## config.mk

```make
export PLATFORM = sky130hd
export DESIGN_NAME = sio_cfg_port
export DESIGN_NICKNAME = d
export VERILOG_FILES = /design/src/rtl/sio_cfg_pkg.sv /design/src/rtl/sio_cfg_ctrl.sv /design/src/rtl/sio_cfg_dp.sv /design/src/rtl/sio_cfg_port.sv
export SDC_FILE = /design/constraint.sdc
export NUM_CORES = 1
export LEC_CHECK = 0
export ABC_CLOCK_PERIOD_IN_PS = 2000
export CORE_MARGIN = 2
export CORE_UTILIZATION = 40
export DETAILED_ROUTE_END_ITERATION = 16
export PLACE_DENSITY = 0.89
export REMOVE_ABC_BUFFERS = 1
export SYNTH_ARGS = -nofsm -noshare
export SYNTH_HDL_FRONTEND = slang
export SYNTH_HIERARCHICAL = 1
export SYNTH_SLANG_ARGS = --single-unit
```

## constraint.sdc

```tcl
create_clock -name clk -period 2 [get_ports clk]
set_input_delay 0.2 -clock clk [delete_from_list [all_inputs] [get_ports clk]]
set_output_delay 0.2 -clock clk [all_outputs]
set_load 0.1 [all_outputs]
```

## src/rtl/sio_cfg_pkg.sv

```systemverilog
package sio_cfg_pkg;

  localparam int DATA_W = 8;

  // Register indexes whose positions the host software decodes.
  localparam logic [DATA_W-1:0] IDX_LDN      = 8'h07;
  localparam logic [DATA_W-1:0] IDX_CHIP_HI  = 8'h20;
  localparam logic [DATA_W-1:0] IDX_CHIP_LO  = 8'h21;
  localparam logic [DATA_W-1:0] IDX_REV      = 8'h22;
  localparam logic [DATA_W-1:0] IDX_VEND_HI  = 8'h23;
  localparam logic [DATA_W-1:0] IDX_VEND_LO  = 8'h24;
  localparam logic [DATA_W-1:0] IDX_DEV_BASE = 8'h30;
  localparam logic [DATA_W-1:0] IDLE_BYTE    = 8'hFF;

  typedef enum logic [1:0] {
    KEY_LOCKED = 2'd0,
    KEY_HALF   = 2'd1,
    KEY_OPEN   = 2'd2
  } key_state_t;

  // Strobes from the control module to the datapath.
  typedef struct packed {
    logic open;     // block is unlocked
    logic idxLoad;  // load the index register from write data
    logic dataWr;   // data-port write while open
    logic rdIdx;    // index-port read (any lock state)
    logic rdData;   // data-port read (any lock state)
  } cfg_strobe_t;

endpackage

```

## src/rtl/sio_cfg_ctrl.sv

```systemverilog
module sio_cfg_ctrl
  import sio_cfg_pkg::*;
#(
  parameter int                ADDR_W    = 16,
  parameter logic [ADDR_W-1:0] BASE_A    = 16'h002E,
  parameter logic [ADDR_W-1:0] BASE_B    = 16'h004E,
  parameter logic [DATA_W-1:0] ENTER_KEY = 8'h87,
  parameter logic [DATA_W-1:0] EXIT_KEY  = 8'hAA
) (
  input  logic              clk,
  input  logic              rstN,
  input  logic              baseSel,
  input  logic [ADDR_W-1:0] ioAddr,
  input  logic              ioWr,
  input  logic              ioRd,
  input  logic [DATA_W-1:0] ioWrData,
  output cfg_strobe_t       strobe
);

  localparam logic [ADDR_W-1:0] DATA_OFS = ADDR_W'(1);

  key_state_t keyState, keyNext;
  logic [ADDR_W-1:0] baseAddr;
  logic hitIdx, hitData;
  logic idxWr, isEnter, isExit;

  assign baseAddr = baseSel ? BASE_B : BASE_A;
  assign hitIdx   = (ioAddr == baseAddr);
  assign hitData  = (ioAddr == baseAddr + DATA_OFS);
  assign idxWr    = ioWr && hitIdx;
  assign isEnter  = (ioWrData == ENTER_KEY);
  assign isExit   = (ioWrData == EXIT_KEY);

  // Key sequence tracker
  always_comb begin
    keyNext = keyState;
    case (keyState)
      KEY_LOCKED: if (idxWr && isEnter) keyNext = KEY_HALF;
      KEY_HALF:   if (idxWr) keyNext = isEnter ? KEY_OPEN : KEY_LOCKED;
      KEY_OPEN:   if (idxWr && isExit) keyNext = KEY_LOCKED;
      default:    keyNext = KEY_LOCKED;
    endcase
  end

  always_ff @(posedge clk) begin
    if (!rstN) keyState <= KEY_LOCKED;
    else       keyState <= keyNext;
  end

  always_comb begin
    strobe.open    = (keyState == KEY_OPEN);
    strobe.idxLoad = strobe.open && idxWr && !isExit;
    strobe.dataWr  = strobe.open && ioWr && hitData;
    strobe.rdIdx   = ioRd && hitIdx;
    strobe.rdData  = ioRd && hitData;
  end

  AST_NO_WRITE_LOCKED: assert property (@(posedge clk) disable iff (!rstN)
    (keyState != KEY_OPEN) |-> (!strobe.dataWr && !strobe.idxLoad));

  AST_NO_SINGLE_KEY: assert property (@(posedge clk) disable iff (!rstN)
    (keyState == KEY_LOCKED) |=> (keyState != KEY_OPEN));

  AST_EXIT_RELOCKS: assert property (@(posedge clk) disable iff (!rstN)
    (keyState == KEY_OPEN && idxWr && isExit) |=> (keyState == KEY_LOCKED));

endmodule

```

## src/rtl/sio_cfg_dp.sv

```systemverilog
module sio_cfg_dp
  import sio_cfg_pkg::*;
#(
  parameter logic [2*DATA_W-1:0] CHIP_ID   = 16'h5A3C,
  parameter logic [DATA_W-1:0]   CHIP_REV  = 8'h11,
  parameter logic [2*DATA_W-1:0] VENDOR_ID = 16'h1934
) (
  input  logic              clk,
  input  logic              rstN,
  input  cfg_strobe_t       strobe,
  input  logic [DATA_W-1:0] ioWrData,
  output logic [DATA_W-1:0] ioRdData,
  output logic              devWr,
  output logic              devRd,
  output logic [DATA_W-1:0] devLdn,
  output logic [DATA_W-1:0] devIndex,
  output logic [DATA_W-1:0] devWrData,
  input  logic [DATA_W-1:0] devRdData
);

  localparam int ID_BYTES = 2;

  logic [DATA_W-1:0] idxReg, ldnReg, globalByte;
  logic [DATA_W-1:0] chipByte [ID_BYTES];
  logic [DATA_W-1:0] vendByte [ID_BYTES];
  logic isDevIdx;

  // Identifier bytes, high byte first.
  for (genvar b = 0; b < ID_BYTES; b++) begin : g_idBytes
    assign chipByte[b] = CHIP_ID[(ID_BYTES-1-b)*DATA_W +: DATA_W];
    assign vendByte[b] = VENDOR_ID[(ID_BYTES-1-b)*DATA_W +: DATA_W];
  end

  assign isDevIdx = (idxReg >= IDX_DEV_BASE);

  always_ff @(posedge clk) begin
    if (!rstN) begin
      idxReg <= '0;
      ldnReg <= '0;
    end else begin
      if (strobe.idxLoad) idxReg <= ioWrData;
      if (strobe.dataWr && idxReg == IDX_LDN) ldnReg <= ioWrData;
    end
  end

  // Global register read mux
  always_comb begin
    case (idxReg)
      IDX_LDN:     globalByte = ldnReg;
      IDX_CHIP_HI: globalByte = chipByte[0];
      IDX_CHIP_LO: globalByte = chipByte[1];
      IDX_REV:     globalByte = CHIP_REV;
      IDX_VEND_HI: globalByte = vendByte[0];
      IDX_VEND_LO: globalByte = vendByte[1];
      default:     globalByte = IDLE_BYTE;
    endcase
  end

  always_comb begin
    ioRdData = IDLE_BYTE;
    if (strobe.open) begin
      if (strobe.rdIdx)       ioRdData = idxReg;
      else if (strobe.rdData) ioRdData = isDevIdx ? devRdData : globalByte;
    end
  end

  assign devWr     = strobe.dataWr && isDevIdx;
  assign devRd     = strobe.open && strobe.rdData && isDevIdx;
  assign devLdn    = ldnReg;
  assign devIndex  = idxReg;
  assign devWrData = ioWrData;

  AST_LOCKED_IDLE_READ: assert property (@(posedge clk) disable iff (!rstN)
    !strobe.open |-> (ioRdData == IDLE_BYTE && !devWr && !devRd));

  AST_FWD_RANGE: assert property (@(posedge clk) disable iff (!rstN)
    (devWr || devRd) |-> (devIndex >= IDX_DEV_BASE));

  AST_LDN_HOLD: assert property (@(posedge clk) disable iff (!rstN)
    !(strobe.dataWr && idxReg == IDX_LDN) |=> $stable(ldnReg));

endmodule

```

## src/rtl/sio_cfg_port.sv

```systemverilog
module sio_cfg_port
  import sio_cfg_pkg::*;
#(
  parameter int                  ADDR_W    = 16,
  parameter logic [ADDR_W-1:0]   BASE_A    = 16'h002E,
  parameter logic [ADDR_W-1:0]   BASE_B    = 16'h004E,
  parameter logic [7:0]          ENTER_KEY = 8'h87,
  parameter logic [7:0]          EXIT_KEY  = 8'hAA,
  parameter logic [15:0]         CHIP_ID   = 16'h5A3C,
  parameter logic [7:0]          CHIP_REV  = 8'h11,
  parameter logic [15:0]         VENDOR_ID = 16'h1934
) (
  input  logic              clk,
  input  logic              rstN,
  input  logic              baseSel,
  input  logic [ADDR_W-1:0] ioAddr,
  input  logic              ioWr,
  input  logic              ioRd,
  input  logic [7:0]        ioWrData,
  output logic [7:0]        ioRdData,
  output logic              devWr,
  output logic              devRd,
  output logic [7:0]        devLdn,
  output logic [7:0]        devIndex,
  output logic [7:0]        devWrData,
  input  logic [7:0]        devRdData
);

  cfg_strobe_t strobe;

  sio_cfg_ctrl #(
    .ADDR_W   (ADDR_W),
    .BASE_A   (BASE_A),
    .BASE_B   (BASE_B),
    .ENTER_KEY(ENTER_KEY),
    .EXIT_KEY (EXIT_KEY)
  ) ctrl_i (
    .clk     (clk),
    .rstN    (rstN),
    .baseSel (baseSel),
    .ioAddr  (ioAddr),
    .ioWr    (ioWr),
    .ioRd    (ioRd),
    .ioWrData(ioWrData),
    .strobe  (strobe)
  );

  sio_cfg_dp #(
    .CHIP_ID  (CHIP_ID),
    .CHIP_REV (CHIP_REV),
    .VENDOR_ID(VENDOR_ID)
  ) dp_i (
    .clk      (clk),
    .rstN     (rstN),
    .strobe   (strobe),
    .ioWrData (ioWrData),
    .ioRdData (ioRdData),
    .devWr    (devWr),
    .devRd    (devRd),
    .devLdn   (devLdn),
    .devIndex (devIndex),
    .devWrData(devWrData),
    .devRdData(devRdData)
  );

endmodule

```

== Word-level counts from Yosys, hierarchy flattened ==
Cells that the tools add are included.

* Add/sub/neg operators: 1
* $lt $le $gt $ge: 1
* Equal/unequal tests: 15
* Muxes and demuxes: 11
* Reduce and logical (&&, ||, !) cells: 16

{| class="wikitable"
|+ Operators by type and width
! kind !! number
|-
| 8-bit one-hot mux with 6 select lines || 1
|-
| 8-bit by 6-bit == test with 1-bit output (second input constant) || 5
|-
| 16-bit == test || 2
|-
| 8-bit two-way mux || 4
|-
| 16-bit by 1-bit adder with 16-bit output (second input constant) || 1
|-
| 8-bit == test (second input constant) || 2
|-
| 1-bit logical AND || 13
|-
| 8-bit by 3-bit == test with 1-bit output (second input constant) || 1
|-
| 8-bit by 6-bit >= comparator with 1-bit output (second input constant) || 1
|-
| 2-bit two-way mux || 4
|-
| 7-bit two-way mux || 1
|-
| 2-bit one-hot mux with 3 select lines || 1
|-
| 2-bit by 1-bit != test with 1-bit output (second input constant) || 2
|-
| 3-bit AND reduction || 1
|-
| 2-bit by 1-bit == test with 1-bit output (second input constant) || 1
|-
| 2-bit == test (second input constant) || 1
|-
| 2-bit zero test || 1
|-
| 2-bit != test (second input constant) || 1
|-
| 1-bit zero test || 1
|}

* Register bits after elaboration: 18
* Input port bits: 37
* Output and inout bits: 34
* Word-level logic and storage cells: 47

== Depth between registers and ports, before layout ==
Gate-level depths: netlist (run 1).

* Word-level depth: 7
* Depth in mapped cells: 8
* Gate-level depth less buffers: 7

== Cells and area by module ==
The synthesis (run 1) kept the hierarchy.

{| class="wikitable"
|+ Modules (own cells, without submodules)
! module !! times used !! cells an instance !! area each (µm²) !! sequential area each (µm²)
|-
| sio_cfg_dp || 1 || 125 || 1114.8 || 320.3
|-
| sio_cfg_ctrl || 1 || 33 || 275.3 || 40.0
|}

== Least setup slack after synthesis (run 1) ==
OpenSTA, ideal clock, no wires.

* Path type: register -> output
* Start point: register dp_i.idxReg[2] (netlist: dp_i/devIndex[2])
* End point: output port ioRdData[1]
* Data arrival time: 3.833 ns
* Required time: 1.800 ns
* Setup slack: -2.033 ns
* Stages on the path, launching flop included: 6
* Buffers on the path: 1
* Cells stage by stage: dfxtp_1 > buf_6 > nor2b_1 > a21oi_1 > o21bai_1 > o311ai_1

* Longest elaborated chain between the ends: 6
* Elaborated cells between the ends (all ways): 12
* Classes of those cells: order compare: 1; eq/ne: 6; mux: 5

{| class="wikitable"
|+ Ends and longest elaborated chain
! item !! line !! source
|-
| from (decl) || sio_cfg_dp.sv:23 || <nowiki>logic [DATA_W-1:0] idxReg, ldnReg, globalByte;</nowiki>
|-
| from (signal assigned) || sio_cfg_dp.sv:41 || <nowiki>if (strobe.idxLoad) idxReg <= ioWrData;</nowiki>
|-
| branches (longest 2 deep; another with 8-bit by 6-bit >= comparator with 1-bit output) || -- ||
|-
| 8-bit two-way mux (*) (2 in series) || sio_cfg_dp.sv:63 || <nowiki>else if (strobe.rdData) ioRdData = isDevIdx ? devRdData : globalByte;</nowiki>
|-
| 8-bit two-way mux (*) || sio_cfg_dp.sv:62 || <nowiki>if (strobe.rdIdx) ioRdData = idxReg;</nowiki>
|-
| 8-bit two-way mux (*) || sio_cfg_dp.sv:61 || <nowiki>if (strobe.open) begin</nowiki>
|-
| to (decl) || sio_cfg_port.sv:20 || <nowiki>output logic [7:0] ioRdData,</nowiki>
|}

Every way passes the cells marked *.

==> results.json, run 1 <==
{
  "switching_share_pct": 28.8,
  "fillers": 167,
  "area_growth_pct": 102,
  "io-pin-count": 71,
  "fp-row-count": 21,
  "wl_met2_mm": 3.29,
  "grt.overflow.total": 0,
  "pwr-share-seq_pct": 43.1,
  "ant_nets": 0,
  "die_w_um": 63.0,
  "grt_pass1_wl_mm": 8.57,
  "crit_path_max_fanout": 6,
  "antenna_found_initial": 1,
  "relSlewSlack_pct": 68.2,
  "power_density_nw_per_um2": 292,
  "regArea_um2": 373,
  "period_share_pct": 114,
  "synth.avg_cell_area_um2": 8.80,
  "path_cells": "buf_6 -> nor4b_4 -> nand4_4 -> nor2_4 -> and3_4 -> nand2_8 -> buf_6 -> o22ai_1 -> o211ai_1 -> buf_12",
  "dieArea_um2": 3960,
  "yosysTopAreaCellShare_pct": 25.9,
  "slew_violations": 0,
  "top_layer_used": "met4",
  "clock_sinks": 18,
  "start_util_pct": 41.7,
  "p_leak_nw": 1.17,
  "path_depth": 10,
  "nets": 293,
  "hold_viol_final": 0,
  "worstSetupPathType": "primary input to output pin",
  "gp_congestion": 0.971,
  "async_flop_share_pct": 0,
  "arrival_ps": 2080,
  "hold_class": "flop to flop",
  "final_area_um2": 2810,
  "crit_family": "simple AND/OR/NAND/NOR gates",
  "die_h_um": 63.0,
  "cts_tree": "yes",
  "placed_area_um2": 2360,
  "synth_warnings": 6,
  "synth_area_um2": 1390,
  "comb_power_share_pct": 29.6,
  "cts_buffers": 3,
  "synth_edf_count": 0,
  "violations": "negative setup slack",
  "holdPathStages": 2,
  "worstSetupStartpointType": "primary input",
  "dp.cells": 282,
  "power.total_uw": 821,
  "outcome": "finished, violations left",
  "p_clk_share_pct": 27.2,
  "via_per_inst": 5.83,
  "wl_mm": 6.71,
  "p_switching_uw": 237,
  "path_clk_slew_ps": 100,
  "wl_met3_um": 507,
  "required_ps": 1800,
  "max_stage_delay_ps": 350,
  "ys_ff_latch": 18,
  "fin_crit_ps": 2280,
  "ys.flop_type": "dfxtp_1",
  "grt.total_usage_pct": 27.4,
  "timing.critical_path.buf_inv": 3,
  "synth_cells": 158,
  "ir_drop_uv": 394,
  "grt_max_degree": 18,
  "wl_met1_mm": 2.66,
  "drc": 0,
  "cp_common_cell": "buf_6",
  "endpoint": "ioRdData[3]",
  "instances_no_fill": 302,
  "clock_latency_ps": 290,
  "synth_area_leaders": "dfxtp_1, mux2i_1, nor2b_1",
  "r2r-end": "dp_i/devLdn[2]$_SDFFE_PN0P_",
  "yosysUniqueCellTypes": 47,
  "r2r_cells": 7,
  "worst_slack_ps": -282,
  "dr.pass1.iters": 4,
  "startpoint": "ioAddr[11]",
  "grt_pass1_vias": 1677,
  "setup_viol": 17,
  "io_buffers": 70,
  "post_drt_wl_per_cell_um": 22.2,
  "fmax_mhz": 438,
  "ys_seq_area_share_pct": 25.9,
  "tightest_slew_ps": 470,
  "clock_skew_ps": 0.763,
  "grt_setup_unrepaired": "true",
  "layout-drive-gt1-share_pct": 51.0,
  "core_area_um2": 3340,
  "crit_slowest_cell": "nor4b_4",
  "yosysTopAreaCell": "dfxtp_1",
  "worstSetupEndpointType": "output pin",
  "cts_buffer_depth": 2,
  "dr.first_iter.drc_count": 174,
  "multi_input_area_um2": 1150,
  "reg2reg_setup_slack_ps": 330,
  "r2r-start": "ctrl_i/keyState[0]$_SDFFE_PN0P_",
  "htreeDepth": 1,
  "internal_power_uw": 584,
  "post-dp-hpwl_mm": 3.50,
  "maxCapViolCount": 0,
  "num_vias": 1760,
  "cts-root-buf": "clkbuf_4"
}
how the worst min path moves through the flow:
stage	startpoint	to	slack (ps)
3_5_place_dp	ctrl_i/keyState[0]$_SDFFE_PN0P_	ctrl_i/keyState[0]$_SDFFE_PN0P_	500
2_1_floorplan	rstN	dp_i/devLdn[0]$_SDFFE_PN0P_	330
4_1_cts	ioAddr[8]	ctrl_i/keyState[0]$_SDFFE_PN0P_	430
6_report	ctrl_i/keyState[1]$_SDFFE_PN0P_	ctrl_i/keyState[0]$_SDFFE_PN0P_	520
5_1_grt	ctrl_i/keyState[1]$_SDFFE_PN0P_	ctrl_i/keyState[0]$_SDFFE_PN0P_	550
3_3_place_gp	ctrl_i/keyState[0]$_SDFFE_PN0P_	ctrl_i/keyState[0]$_SDFFE_PN0P_	490
timing repair:
| action | 4_1_cts | 5_1_grt |
|---|---|---|
| gates resized for setup | 90 | 26 |
| hold buffers | 0 | 0 |
| setup buffers | 9 | 9 |
| pin swaps | 21 | 12 |
| setup endpoints to repair | 10 | 9 |
power groups by stage:
stage / Sequential (mW) / Clock, mW / Combinational, mW
2_1_floorplan: 0.366 / 0 / 0.0174
3_3_place_gp: 0.366 / 0 / 0.224
3_5_place_dp: 0.366 / 0 / 0.227
4_1_cts: 0.354 / 0.225 / 0.229
5_1_grt: 0.354 / 0.239 / 0.250
6_report: 0.354 / 0.224 / 0.243
layout make-up:
cell class              count  area share, %
well taps                  46           2.05
clock buffers               4           1.29
flip-flops and latches     18           13.3
multi-input cells         120           41.0
diodes                      1         0.0890
repair buffers            110           41.9
inverters                   3          0.401
metrics by stage:
stage               hold slack [ps]  worst slack, ps  setup TNS, ps  util [%]
global route                    549             -329          -3410      84.2
finish                          521             -282          -2360      84.2
floorplan                       328            -2160         -13830         -
detailed placement              500             -583          -5470      70.7
CTS                             430            -51.7           -118      78.9
global placement                485             -580          -4470      70.7
logic make-up after synthesis:
logic type / count (synthesis) / share of synthesized area, %
XOR/XNOR: 1 / 0.630
buffers and inverters: 20 / 9.27
flip-flops: 18 / 25.9
AO/OA/AOI/OAI: 29 / 14.8
AND/OR/NAND/NOR: 73 / 37.2
multiplexers: 17 / 12.2
metal layers:
layer	GRT usage, %	vias up
met5	0	-
met4	6.94	0
met3	2.88	27
met2	50.3	120
met1	33.7	832
li1	-	781
Yosys cell counts (3+ instances only):
cell,number
o211ai_1,4
clkbuf_1,4
inv_1,3
mux2i_1,17
nand2_1,9
nand2b_1,6
nor2_1,5
o31ai_1,3
a21oi_1,3
nor2b_1,19
dfxtp_1,18
and2_1,3
o21ai_0,5
o22ai_1,3
buf_6,3
nor4_1,3
buf_4,8
and3_1,4
sequential cells by signal (all words and copies together), names as in the netlist:
signal,count
dp_i/devIndex,8
dp_i/devLdn,8
ctrl_i/keyState,2
cells in the final DEF, fill, tap and decap left out, types with 3 or more instances in the layout:
cell type and instances:
nor2_1 4, nor4_4 3, nand2b_1 6, buf_4 47, and3_4 3, clkbuf_4 3
mux2i_1 16, nand2_1 7, dfxtp_1 14, and2_4 4, buf_2 4, buf_12 16
o211ai_1 4, o21ai_0 4, inv_1 3, nor2b_1 19, dfxtp_4 3, clkbuf_16 3
clkdlybuf4s50_1 20, buf_6 12, clkdlybuf4s15_1 3
worst register-to-register path: stages (launching register included):
cell and delay [ps]:
dfxtp_1 350, nor2b_1 310, and4_4 300, buf_4 110
nand3_2 70, buf_4 170, mux2i_2 180, nor2b_1 70
No activity file was read; power rests on OpenSTA's default activity.
==> run 2, diff against run 1 <==
--- a/config.mk
+++ b/config.mk
@@ -5,11 +5,12 @@
 export SDC_FILE = /design/constraint.sdc
 export NUM_CORES = 1
 export LEC_CHECK = 0
+export ABC_AREA = 1
 export ABC_CLOCK_PERIOD_IN_PS = 2000
 export CORE_MARGIN = 2
 export CORE_UTILIZATION = 40
 export DETAILED_ROUTE_END_ITERATION = 16
-export PLACE_DENSITY = 0.89
+export PLACE_DENSITY = 0.88
 export REMOVE_ABC_BUFFERS = 1
 export SYNTH_ARGS = -nofsm -noshare
 export SYNTH_HDL_FRONTEND = slang
==> results.json, run 2 <==
{
  "outcome": "complete, no violations",
  "num_vias": 1765,
  "power_density_nw_per_um2": 305,
  "dieArea_um2": 4050,
  "maxCapViolCount": 0,
  "synth_cells": 237,
  "fmax_mhz": 523,
  "ant_nets": 0,
  "wl_mm": 4.48,
  "worstSetupPathType": "primary input to output pin",
  "placed_area_um2": 2350,
  "ys_ff_latch": 18,
  "p_clk_share_pct": 22.9,
  "htreeDepth": 1,
  "pwr-share-seq_pct": 48.2,
  "cts_buffer_depth": 2,
  "synth_warnings": 6,
  "regArea_um2": 373,
  "grt_pass1_vias": 1597,
  "relSlewSlack_pct": 66.8,
  "cts_tree": "yes",
  "yosysTopAreaCell": "dfxtp_1",
  "async_flop_share_pct": 0,
  "cts-root-buf": "clkbuf_4",
  "synth_edf_count": 0,
  "fillers": 250,
  "period_share_pct": 95.6,
  "busiest_layer": "met2",
  "ys_seq_area_share_pct": 25.3,
  "cts_buffers": 3,
  "use_met3_pct": 4.82,
  "multi_input_area_um2": 897,
  "ys.flop_type": "dfxtp_1",
  "grt_max_degree": 18,
  "die_h_um": 63.7,
  "synth_area_leaders": "dfxtp_1, nand2_1, nor2_1",
  "crit_path_max_fanout": 5,
  "p_leak_nw": 1.08,
  "final_cell_mix": "nand2_1, buf_4, inv_1, nor2_1, a21oi_1",
  "via_per_inst": 4.88,
  "io_buffers": 70,
  "post-dp-hpwl_mm": 3.54,
  "yosysTopAreaCellShare_pct": 25.3,
  "start_util_pct": 42.0,
  "power.total_uw": 740,
  "yosys-top-cells-count": "nand2_1, nor2_1, inv_1",
  "clock_latency_ps": 280,
  "antennaDiodeCount": 0,
  "fp-row-count": 21,
  "area_growth_pct": 70.3,
  "ir_drop_uv": 331,
  "p_switching_uw": 214,
  "fin_crit_ps": 1910,
  "hold_class": "flop to flop",
  "yosysUniqueCellTypes": 27,
  "gp_congestion": 0.927,
  "post_drt_wl_per_cell_um": 12.4,
  "grt.total_usage_pct": 21.1,
  "hold_viol_final": 0,
  "met1_usage_pct": 25.1,
  "setup_viol": 0,
  "startpoint": "ioAddr[8]",
  "comb_power_share_pct": 28.9,
  "worstSetupStartpointType": "primary input",
  "holdPathStages": 2,
  "io-pin-count": 71,
  "internal_power_uw": 526,
  "required_ps": 1800,
  "drc": 0,
  "worstHoldStart": "dp_i/devLdn[3]$_SDFFE_PN0P_",
  "worstSetupEndpointType": "output pin",
  "grt.overflow.total": 0,
  "tightest_slew_ps": 496,
  "yosysMostFrequentCell": "nand2_1",
  "grt_pass1_wl_mm": 6.92,
  "r2r-start": "ctrl_i/keyState[0]$_SDFFE_PN0P_",
  "fin_util_pct": 71.5,
  "slew_violations": 0,
  "antenna_found_initial": 0,
  "hold_buffers": 0,
  "synth_area_um2": 1420,
  "layout-drive-gt1-share_pct": 38.0,
  "final_common_cell": "nand2_1",
  "r2r_cells": 6,
  "switching_share_pct": 28.9,
  "clock_sinks": 18,
  "synth.avg_cell_area_um2": 6.01,
  "path_clk_slew_ps": 90,
  "dr.first_iter.drc_count": 107,
  "final_area_um2": 2420,
  "nets": 355,
  "arrival_ps": 1710,
  "core_area_um2": 3390,
  "grt_use_met2_pct": 37.4,
  "dr.pass1.iters": 4,
  "die_w_um": 63.7,
  "clock_skew_ps": 1.50
}
## run 2: cell count changes in the layout (fill, tap and decap cells not counted), sizes merged, moves of 11 or more
cell,before,now
buf,79,52
nand2,10,49
nor2,5,45
a21oi,3,26
o21ai,6,27
nand3,1,12
mux2i,17,0
inv,3,39
nor2b,19,0
## run 2: cell families (layout without fill, tap and decap cells)
logic type | Yosys count | in the layout | share of synthesized area, %
DFF | 18 | 18 | 25.3
buffers and inverters | 52 | 131 | 16.3
and+or+nand+nor | 114 | 114 | 37.9
AOI/OAI and AO/OA | 53 | 53 | 20.5
## run 2: cell type report
type | count | share of cell area, %
sequential | 18 | 15.4
timing repair buffer | 88 | 38.0
multi-input combinational | 167 | 37.0
tap | 46 | 2.37
inverter | 40 | 6.35
clock buffer | 3 | 0.929
## run 2: final timing paths
| check | slack (ps) | end |
|---|---|---|
| worst max-delay path | 90 | ioRdData[1] |
| worst min-delay path | 490 | dp_i/devLdn[3]$_SDFFE_PN0P_ |
| worst max register to register | 600 | dp_i/devIndex[1]$_SDFFE_PN0P_ |
| worst min register to register | 490 | dp_i/devLdn[3]$_SDFFE_PN0P_ |
## run 2: critical path: stages
cell and delay [ps]:
clkdlybuf4s15_1 160, nor2_1 80, nand2_1 70, nor2_2 90
nand4_1 130, nor2_2 160, inv_2 60, nor2_4 180
nand2_2 110, nor2_2 110, nand2_1 60, nand2_1 70
nand2_2 60, buf_12 170
## run 2: repair_timing
action / CTS / global route
setup buffers: 1 / 2
endpoints found under the setup margin: 8 / 9
gates resized for setup: 26 / 53
cloned: 0 / 0
pin swaps: 17 / 22
## run 2: metal layers
layer,up-vias,share of wire [%]
met5,-,0
li1,906,-
met1,785,41
met4,0,0.65
met3,4,7.5
met2,70,51
## run 2: through the flow
stage / cells / setup slack (ps) / TNS, ps / hold slack, ps
floorplan: 225 / -1860 / -7060 / 317
global placement: 356 / -170 / -1090 / 463
detailed placement: 356 / -242 / -1790 / 468
CTS: 360 / 1.71 / 0 / 481
global route: 362 / -33.6 / -92.7 / 518
finish: 362 / 87.6 / 0 / 493
## run 2: power by group through the flow
stage	clock, mW	sequential [mW]	combinational (mW)
global route	0.199	0.357	0.226
detailed placement	0	0.366	0.224
CTS	0.172	0.358	0.215
global placement	0	0.366	0.221
floorplan	0	0.366	0.0218
finish	0.170	0.357	0.214
==> run 3, diff against run 2 <==
--- a/config.mk
+++ b/config.mk
@@ -10,7 +10,8 @@
 export CORE_MARGIN = 2
 export CORE_UTILIZATION = 40
 export DETAILED_ROUTE_END_ITERATION = 16
-export PLACE_DENSITY = 0.88
+export MAX_ROUTING_LAYER = met4
+export PLACE_DENSITY_LB_ADDON = 0.12
 export REMOVE_ABC_BUFFERS = 1
 export SYNTH_ARGS = -nofsm -noshare
 export SYNTH_HDL_FRONTEND = slang
==> results.json, run 3 (synthesized netlist as in run 2, its figures left out) <==
{
  "dp.cells": 357,
  "slew_violations": 0,
  "drc": 0,
  "post_drt_wl_per_cell_um": 11.6,
  "path_cells": "inv_1 -> nand2_1 -> nor2_1 -> nand2_2 -> nor2_1 -> nor2_2 -> nand2_1 -> nand2_1 -> nand2_2 -> buf_12",
  "cts_tree": "yes",
  "pre_cts_ws_ps": -219,
  "fin_crit_ps": 1920,
  "io_buffers": 70,
  "gp_congestion": 0.874,
  "reg2reg_setup_slack_ps": 660,
  "grt_setup_unrepaired": "true",
  "fp-row-count": 21,
  "dieArea_um2": 4050,
  "dr.pass1.iters": 4,
  "num_vias": 1745,
  "fillers": 282,
  "setup_viol": 0,
  "maxCapViolCount": 0,
  "period_share_pct": 95.8,
  "die_w_um": 63.7,
  "power_density_nw_per_um2": 322,
  "grt_pass1_wl_mm": 6.76,
  "area_growth_pct": 73.8,
  "tightest_slew_ps": 509,
  "r2r_cells": 6,
  "fmax_mhz": 522,
  "hold_buffers": 0,
  "ant_nets": 0,
  "ir_drop_uv": 296,
  "post-dp-hpwl_mm": 3.39,
  "clock_sinks": 18,
  "path_clk_slew_ps": 100,
  "cts_buffer_depth": 2,
  "holdPathStages": 2,
  "nets": 354,
  "start_util_pct": 42.0,
  "clock_skew_ps": 4.41,
  "dr.first_iter.drc_count": 66,
  "hold_class": "flop to flop",
  "layout-drive-gt1-share_pct": 38.6,
  "max_stage_delay_ps": 380,
  "instances_no_fill": 362,
  "outcome": "complete, no violations",
  "core_area_um2": 3390,
  "io-pin-count": 71,
  "final_cell_mix": "nand2_1, inv_1, buf_4, nor2_1, a21oi_1",
  "grt_max_degree": 18,
  "crit_path_max_fanout": 6,
  "worst_slack_ps": 85.0,
  "clock_latency_ps": 280,
  "cp_common_cell": "nand2_1",
  "tns_ps": 0,
  "worstSetupPathType": "flop to output pin",
  "grt_pass1_vias": 1594,
  "cts_buffers": 3,
  "die_h_um": 63.7,
  "arrival_ps": 1720,
  "crit_slowest_cell": "dfxtp_2",
  "relSlewSlack_pct": 65.9,
  "via_per_inst": 4.82,
  "antenna_found_initial": 0,
  "grt.total_usage_pct": 20.8,
  "hold_viol_final": 0,
  "worstSetupStartpointType": "flop",
  "cts-root-buf": "clkbuf_4",
  "worstSetupEndpointType": "output pin",
  "final_common_cell": "nand2_1",
  "grt.overflow.total": 0,
  "htreeDepth": 1,
  "wl_mm": 4.19,
  "required_ps": 1800,
  "antennaDiodeCount": 0,
  "p_leak_nw": 1.11
}
## run 3: worst paths after layout
path,to,startpoint
setup reg to reg,dp_i/devIndex[0]$_SDFFE_PN0P_,ctrl_i/keyState[0]$_SDFFE_PN0P_
hold reg to reg,dp_i/devLdn[3]$_SDFFE_PN0P_,dp_i/devLdn[3]$_SDFFE_PN0P_
setup / recovery,ioRdData[2],dp_i/devIndex[3]$_SDFFE_PN0P_
hold / removal,dp_i/devLdn[3]$_SDFFE_PN0P_,dp_i/devLdn[3]$_SDFFE_PN0P_
## run 3: final cells by class
| type | count | area [um2] | share of cell area, % |
|---|---|---|---|
| timing repair buffer | 87 | 923 | 37.3 |
| tap | 46 | 57.6 | 2.33 |
| multi-input combinational | 167 | 940 | 38.0 |
| clock buffer | 4 | 36.3 | 1.47 |
| inverter | 40 | 150 | 6.07 |
| sequential | 18 | 368 | 14.9 |
## run 3: metal layers
| layer | global-route usage [%] | part of all wire (%) | routed length (um) | vias up |
|---|---|---|---|---|
| li1 | - | - | - | 902 |
| met1 | 27.1 | 44 | 1860 | 792 |
| met2 | 35.5 | 51 | 2120 | 51 |
| met3 | 2.14 | 5.2 | 219 | 0 |
| met4 | 3.26 | 0 | 0 | 0 |
| met5 | - | 0 | 0 | - |
## run 3: timing repair
item | CTS | global route
gates resized for setup | 32 | 57
endpoints found under the setup margin | 10 | 10
endpoints found under the hold margin | 0 | 0
pin swaps | 17 | 19
setup buffers | 1 | 0
## run 3: critical path, delay by kind of cell, from the launching register on
| family | cells | cell delay, ps |
|---|---|---|
| flops | 1 | 380 |
| simple gates | 8 | 790 |
| buf+inv | 2 | 270 |
## run 3: where the power goes
group | leakage, nW | switching (mW) | total [mW] | internal (mW)
Combinational | 0.943 | 0.117 | 0.221 | 0.104
Clock | 0.0210 | 0.108 | 0.218 | 0.111
Sequential | 0.148 | 0.000000000770 | 0.358 | 0.358
Total | 1.11 | 0.224 | 0.797 | 0.573
## run 3: metrics by stage
stage | instance area (um2) | total power [mW] | utilization (%) | hold slack [ps]
after floorplan | 1340 | 0.388 | - | 317
after global placement | 2360 | 0.589 | 69.6 | 475
after detailed placement | 2360 | 0.589 | 69.6 | 477
after CTS | 2410 | 0.798 | 71.0 | 493
after global routing | 2470 | 0.836 | 73.0 | 520
final | 2470 | 0.797 | 73.0 | 494
